### src/rtl/wait_clk_pkg.sv
package wait_clk_pkg;
  typedef enum logic [1:0] {
    ST_RUN      = 2'd0,
    ST_STALLED  = 2'd1,
    ST_ENTERING = 2'd2,
    ST_WAIT     = 2'd3
  } wm_state_e;
endpackage

### src/rtl/wake_detect.sv
module wake_detect #(
  parameter int NUM_IRQ = 8
) (
  input  logic [NUM_IRQ-1:0] irq_pending_i,
  input  logic [NUM_IRQ-1:0] irq_enable_i,
  output logic               wake_o
);
  assign wake_o = |(irq_pending_i & irq_enable_i);
endmodule

### src/rtl/wait_fsm.sv
module wait_fsm
  import wait_clk_pkg::*;
(
  input  logic      clk_i,
  input  logic      rst_ni,
  input  logic      stall_i,
  input  logic      wait_req_i,
  input  logic      drained_i,
  input  logic      wake_i,
  output wm_state_e state_d_o
);
  wm_state_e state_q, state_d;

  always_comb begin
    state_d = state_q;
    unique case (state_q)
      ST_RUN: begin
        // stall wins over a wait request
        if (stall_i)                                   state_d = ST_STALLED;
        else if (wait_req_i && drained_i && !wake_i)   state_d = ST_ENTERING;
      end
      ST_STALLED:  if (!stall_i) state_d = ST_RUN;
      ST_ENTERING: state_d = ST_WAIT;
      ST_WAIT:     if (wake_i) state_d = stall_i ? ST_STALLED : ST_RUN;
      default:     state_d = ST_RUN;
    endcase
  end

  always_ff @(posedge clk_i or negedge rst_ni) begin
    if (!rst_ni) state_q <= ST_RUN;
    else         state_q <= state_d;
  end

  assign state_d_o = state_d;
endmodule

### src/rtl/clk_en_regs.sv
module clk_en_regs
  import wait_clk_pkg::*;
#(
  parameter int NUM_PIPE   = 4,
  parameter int STALL_KEEP = 1,
  parameter int NUM_MEM    = 2
) (
  input  logic                clk_i,
  input  logic                rst_ni,
  input  wm_state_e           state_d_i,
  input  logic [NUM_MEM-1:0]  mem_req_i,
  output logic [NUM_PIPE-1:0] pipe_en_o,
  output logic                periph_en_o,
  output logic [NUM_MEM-1:0]  mem_en_o,
  output logic                wait_mode_o
);
  localparam logic [NUM_PIPE-1:0] ALL_PIPE  = {NUM_PIPE{1'b1}};
  localparam logic [NUM_PIPE-1:0] KEEP_MASK = ALL_PIPE >> (NUM_PIPE - STALL_KEEP);

  logic [NUM_PIPE-1:0] pipe_d;
  logic                sleep_d;

  always_comb begin
    unique case (state_d_i)
      ST_RUN:     pipe_d = ALL_PIPE;
      ST_STALLED: pipe_d = KEEP_MASK;
      default:    pipe_d = '0;
    endcase
  end

  assign sleep_d = (state_d_i == ST_WAIT);

  always_ff @(posedge clk_i or negedge rst_ni) begin
    if (!rst_ni) begin
      pipe_en_o   <= ALL_PIPE;
      periph_en_o <= 1'b1;
      wait_mode_o <= 1'b0;
    end else begin
      pipe_en_o   <= pipe_d;
      periph_en_o <= !sleep_d;
      wait_mode_o <= sleep_d;
    end
  end

  // per-port enable: forced on outside WAIT, request-driven inside
  for (genvar p = 0; p < NUM_MEM; p++) begin : g_mem
    always_ff @(posedge clk_i or negedge rst_ni) begin
      if (!rst_ni) mem_en_o[p] <= 1'b1;
      else         mem_en_o[p] <= !sleep_d || mem_req_i[p];
    end
  end
endmodule

### src/rtl/wait_clk_ctrl.sv
module wait_clk_ctrl
  import wait_clk_pkg::*;
#(
  parameter int NUM_IRQ    = 8,
  parameter int NUM_PIPE   = 4,
  parameter int STALL_KEEP = 1,  // must be below NUM_PIPE
  parameter int NUM_MEM    = 2
) (
  input  logic                clk_i,
  input  logic                rst_ni,
  input  logic                stall_i,
  input  logic                wait_req_i,
  input  logic                drained_i,
  input  logic [NUM_IRQ-1:0]  irq_pending_i,
  input  logic [NUM_IRQ-1:0]  irq_enable_i,
  input  logic [NUM_MEM-1:0]  mem_req_i,
  output logic [NUM_PIPE-1:0] pipe_en_o,
  output logic                periph_en_o,
  output logic [NUM_MEM-1:0]  mem_en_o,
  output logic                wait_mode_o
);
  logic      wake;
  wm_state_e state_d;

  wake_detect #(.NUM_IRQ(NUM_IRQ)) i_wake (
    .irq_pending_i(irq_pending_i),
    .irq_enable_i (irq_enable_i),
    .wake_o       (wake)
  );

  wait_fsm i_fsm (
    .clk_i     (clk_i),
    .rst_ni    (rst_ni),
    .stall_i   (stall_i),
    .wait_req_i(wait_req_i),
    .drained_i (drained_i),
    .wake_i    (wake),
    .state_d_o (state_d)
  );

  clk_en_regs #(
    .NUM_PIPE  (NUM_PIPE),
    .STALL_KEEP(STALL_KEEP),
    .NUM_MEM   (NUM_MEM)
  ) i_regs (
    .clk_i      (clk_i),
    .rst_ni     (rst_ni),
    .state_d_i  (state_d),
    .mem_req_i  (mem_req_i),
    .pipe_en_o  (pipe_en_o),
    .periph_en_o(periph_en_o),
    .mem_en_o   (mem_en_o),
    .wait_mode_o(wait_mode_o)
  );
endmodule

### config.mk
export PLATFORM = sky130hd
export DESIGN_NAME = wait_clk_ctrl
export DESIGN_NICKNAME = d
export VERILOG_FILES = /design/src/rtl/wait_clk_pkg.sv /design/src/rtl/wake_detect.sv /design/src/rtl/wait_fsm.sv /design/src/rtl/clk_en_regs.sv /design/src/rtl/wait_clk_ctrl.sv
export SDC_FILE = /design/constraint.sdc
export NUM_CORES = 1
export LEC_CHECK = 0
export BUFFER_PORTS_ARGS = -buffer_cell sky130_fd_sc_hd__buf_2
export CAP_MARGIN = 15
export CORE_AREA = 5 5 42 44
export DETAILED_ROUTE_END_ITERATION = 16
export DIE_AREA = 0 0 47 49
export PLACE_DENSITY = 0.73
export SLEW_MARGIN = 30
export SYNTH_ARGS = -nofsm -noshare
export SYNTH_HDL_FRONTEND = slang
export SYNTH_SLANG_ARGS = --single-unit
### constraint.sdc
create_clock -name clk_i -period 2.8 [get_ports clk_i]
set_clock_uncertainty 0.2 [all_clocks]
set_input_delay 0.56 -clock clk_i [delete_from_list [all_inputs] [get_ports clk_i]]
set_output_delay 0.56 -clock clk_i [all_outputs]
set_load 0.02 [all_outputs]
-- Word level (Yosys, flattened, before mapping)
Index checks and enable logic that the tools add are counted.
- flip-flop bits (word level): 10
- latch bits: 0
- RAM bits: 0
- ROM bits: 0
- input bits: 23
- output and inout bits: 8
- word-level logic and storage cells: 28
- memories kept: 0
- add/subtract/negate cells: 0
- $mul: 0
- divide/modulo/power cells: 0
- magnitude comparators: 0
- equality and inequality tests: 5
- shift-type cells: 0
- mux-type cells: 7
- bitwise logic cells: 1
- reductions and logical operators: 9
- operator list (operator ; count):
    $and 8x8->8 ; 1
    $mux 2 ; 4
    $pmux 2 s4 ; 1
    $pmux 4 s2 ; 1
    $reduce_or 8->1 ; 1
    $eq 2x2->1 const B ; 3
    $eq 2x1->1 const B ; 2
    $logic_not 2->1 ; 2
    $logic_and 1x1->1 ; 2
    $logic_not 1->1 ; 2
    $logic_or 1x1->1 ; 2
    $mux 1 ; 1

-- Logic depth before layout (Yosys ltp)
- depth after elaboration: 10
- mapped depth: 4
- gate-level depth less buffers: 4

-- Modules after synthesis
Synthesis repeated with hierarchy kept, for this count alone.
- cell total of the unflattened synthesis: 25
- area total of the unflattened synthesis: 326.6 um^2
- by module, submodules not included (module ; times used ; cells each ; area an instance (um^2) ; sequential area each (um^2)):
    clk_en_regs ; 1 ; 14 ; 203.9 ; 156.4
    wait_fsm ; 1 ; 6 ; 86.3 ; 50.0
    wake_detect ; 1 ; 5 ; 36.3 ; 0.0

-- Worst setup path before layout
OpenSTA, ideal clock, no wires.
- path type: input -> register
- start: input irq_pending_i[5]
- end: register i_regs.mem_en_o[0]
- setup time: 0.082 ns
- arrival: 1.347 ns
- data required time: 2.518 ns
- slack: 1.171 ns
- stages on the path: 4
- buffers on the path: 0
- cells stage by stage: a22oi_2 > nand4_4 > a21o_4 > or2_1
- longest elaborated chain between the ends: 10
- elaborated cells on any way between the ends: 11
- those cells by class: eq/ne: 1; mux: 4; bitwise: 1; reduce/logical: 5
- RTL lines (what ; RTL line ; text):
    from (decl) ; wait_clk_ctrl.sv:14 ; input logic [NUM_IRQ-1:0] irq_pending_i,
    $and 8x8->8 * ; wake_detect.sv:8 ; assign wake_o = |(irq_pending_i & irq_enable_i);
    $reduce_or 8->1 * ; wake_detect.sv:8 ;
    $logic_not 1->1 ; wait_fsm.sv:20 ; else if (wait_req_i && drained_i && !wake_i) state_d = ST_ENTERING;
    $logic_and 1x1->1 ; wait_fsm.sv:20 ;
    $mux 2 ; wait_fsm.sv:20 ;
    $mux 2 ; wait_fsm.sv:19 ; if (stall_i) state_d = ST_STALLED;
    $pmux 2 s4 * ; wait_fsm.sv:16 ; unique case (state_q)
    $eq 2x2->1 * ; clk_en_regs.sv:31 ; assign sleep_d = (state_d_i == ST_WAIT);
    $logic_not 1->1 * ; clk_en_regs.sv:49 ; else mem_en_o[p] <= !sleep_d || mem_req_i[p];
    $logic_or 1x1->1 * ; clk_en_regs.sv:49 ;
    to (signal, indexed assignment) ; clk_en_regs.sv:49 ;
    to (decl) ; clk_en_regs.sv:14 ; output logic [NUM_MEM-1:0] mem_en_o,
Mark *: on every way between the ends. The rest lies on a longest branch, timed or not.

==> summary.txt <==
Detailed routing
  • Routed len/inst: 10.4 um
  • DRT Pass-1 Iters: 3
  • Routed WL: 797 um
  • Number of remaining DRC errors: 0
  • Final ANT Viol Nets: 0
  • DR vias: 329
  • Via/cell ratio: 4.27
  • Initial DRC Count: 10

Synthesis
  • Sequential-to-total area share from yosys stat: 54.3%
  • Mean Syn Cell Area: 13.6 um2
  • Syn Inst Count: 28
  • Synthesized area: 380 um2
  • Synthesized Nets: 51
  • Netlist cell types: 15
  • Yosys warns: 0
  • #FFs+latches synth: 8

Global route
  • Largest net degree at the start of global routing: 9
  • First-pass GRT wire length: 1420 um
  • Vias in the first global route: 358
  • Gr ovfl total: 0
  • GRT Total Usage: 8.87%
  • Initial antenna violation count: 0

Clock tree
  • Num CTS Buffers: 3
  • Clock slew at reported path FFs: 0.06 ns
  • Clock network latency to the later pin of the worst-skew pair: 0.25 ns
  • Root buffer cell: clkbuf_4
  • Clk buf depth: 2
  • # clock sinks: 8
  • CTS H-tree depth: 1
  • Post-CTS Setup Inserts: 0
  • CTS tree: yes

Placement
  • IO Port Bufs: 30
  • GP Congestion: 0.703

Finish
  • # diodes: 0
  • Nets: 85
  • Layout fillers: 148
  • Commonest non-fill, non-tap cells in the layout: buf_2 (30), dfstp_2 (5), a22oi_2 (4)
  • Most common cell after layout, fill and taps aside: buf_2
  • Share of cells above drive strength 1: 73.8%
  • Synth-to-Final Area Change: 50.3%

Setup path
  • Setup CP Type: reg -> out
  • Worst EP required: 2.04 ns
  • Worst setup EP type: primary output
  • Worst setup SP type: register
  • Crit-path max FO: 3
  • Critical path's top delay family: flip-flops
  • CP max stage delay: 0.53 ns
  • Crit-path cells: buf_2
  • Worst Path Arrival: 0.93 ns
  • CP bufs+invs: 1
  • CP max stage cell: dfstp_2

Power
  • Combinational power share: 16.1%
  • Worst vdd ir: 333 uV
  • Switching Power: 0.0000585 W
  • Clk network pwr share: 36.0%
  • Internal Power: 0.000195 W
  • PD cells: 443 nW/um2
  • Sw frac: 23.1%
  • Pleak: 0.276 nW
  • Sequential share of power: 47.9%

Floorplanning
  • Core area: 1400 um2
  • Initial core utilization: 27.1%
  • Die area: 2300 um2
  • Row cnt: 14
  • # IOs: 31
  • Die width: 47 um
  • Die H: 49 um

Timing
  • Slew @ Worst Pin: 0.262 ns
  • Slew Limit Fails: 0
  • Slew HR: 82.3%
  • Final setup violation count: 0
  • Setup tns final: 0 ns
  • Fmax: 591 MHz
  • WHS: 0.279 ns
  • Final min period: 1.69 ns
  • Final Cycle Share: 60.4%
  • RSZ-0062 raised after global routing: no
  • Hold Vio Cnt, Final: 0

Run status
  • Outcome: completed

Min path
  • Min-Delay Path Class: in -> reg

Flow run
  • Max-cap violations: 0
state kept, by name, summed over array words and instances (netlist names):
name / flops
i_regs.pipe_en_o: 2
i_fsm.state_q: 2
i_regs.wait_mode_o: 1
i_regs.mem_en_o: 2
i_regs.periph_en_o: 1
power by group through the flow:
stage / Clock (W) / Combinational, W / Sequential, W
global route: 0.000109 / 0.0000456 / 0.000122
finish: 0.0000911 / 0.0000408 / 0.000121
floorplan: 0 / 0.0000172 / 0.000125
global placement: 0 / 0.0000399 / 0.000123
detailed placement: 0 / 0.0000403 / 0.000123
CTS: 0.0000959 / 0.0000414 / 0.000121
path summary, 6_finish.rpt:
check,startpoint,to,slack (ns),cells past startpoint
max,i_regs.pipe_en_o[2],pipe_en_o[3],1.11,1
min reg2reg,i_fsm.state_q[0],i_fsm.state_q[1],0.32,1
max reg2reg,i_fsm.state_q[0],i_regs.pipe_en_o[0],1.63,1
min,stall_i,i_regs.pipe_en_o[2],0.28,2
max in group asynchronous,rst_ni,i_regs.mem_en_o[0],1.68,2
min in group asynchronous,rst_ni,i_regs.wait_mode_o,0.48,2
layout make-up:
| cell class | count | area, um2 | share of cell area [%] |
|---|---|---|---|
| clock buffer | 4 | 26.3 | 4.60 |
| tap | 16 | 20.0 | 3.50 |
| sequential | 8 | 206 | 36.1 |
| timing repair buffer | 31 | 160 | 28.0 |
| inverter | 3 | 11.3 | 1.97 |
| multi-input combinational | 15 | 148 | 25.8 |
layer usage:
layer | vias up | track usage [%] | wire length (um)
met2 | 13 | 13.6 | 468
met4 | 0 | 2.76 | 0
li1 | 164 | - | -
met5 | - | 0 | 0
met3 | 0 | 7.75 | 91
met1 | 152 | 8.56 | 237
Yosys cell counts:
cell / instances / area [um2]
a211oi_1: 1 / 7.51
a21o_4: 1 / 15.0
a22oi_2: 4 / 50.1
buf_4: 2 / 15.0
dfrtp_1: 3 / 75.1
dfstp_2: 5 / 131
inv_1: 3 / 11.3
nand2_1: 1 / 3.75
nand4_4: 1 / 21.3
nor2_1: 1 / 3.75
o21ai_0: 1 / 5.00
o41a_2: 1 / 12.5
o41ai_1: 1 / 8.76
or2_1: 2 / 12.5
or2b_1: 1 / 7.51
kinds of logic after synthesis:
kind of cell    after synthesis  synth area share [%]
compound gates                9                  26.0
flops                         8                  54.3
buf+inv                       5                  6.91
simple gates                  6                  12.8
through the flow:
step	cell area [um2]	setup slack (ns)	total power, W	std cells	utilization (%)
floorplan	380	1.17	0.000142	28	-
global placement	536	1.02	0.000163	72	38.2
detailed placement	536	1.01	0.000163	72	38.2
CTS	572	1.09	0.000259	77	40.8
global route	572	1.06	0.000276	77	40.8
finish	572	1.11	0.000253	77	40.8
repair_timing:
action                     4_1_cts  5_1_grt
hold endpoints to repair         3        0
resized for setup                0        0
setup endpoints to repair        0        0
hold buffers                     1        0
Note: power is estimated with default switching activity, not from simulation.
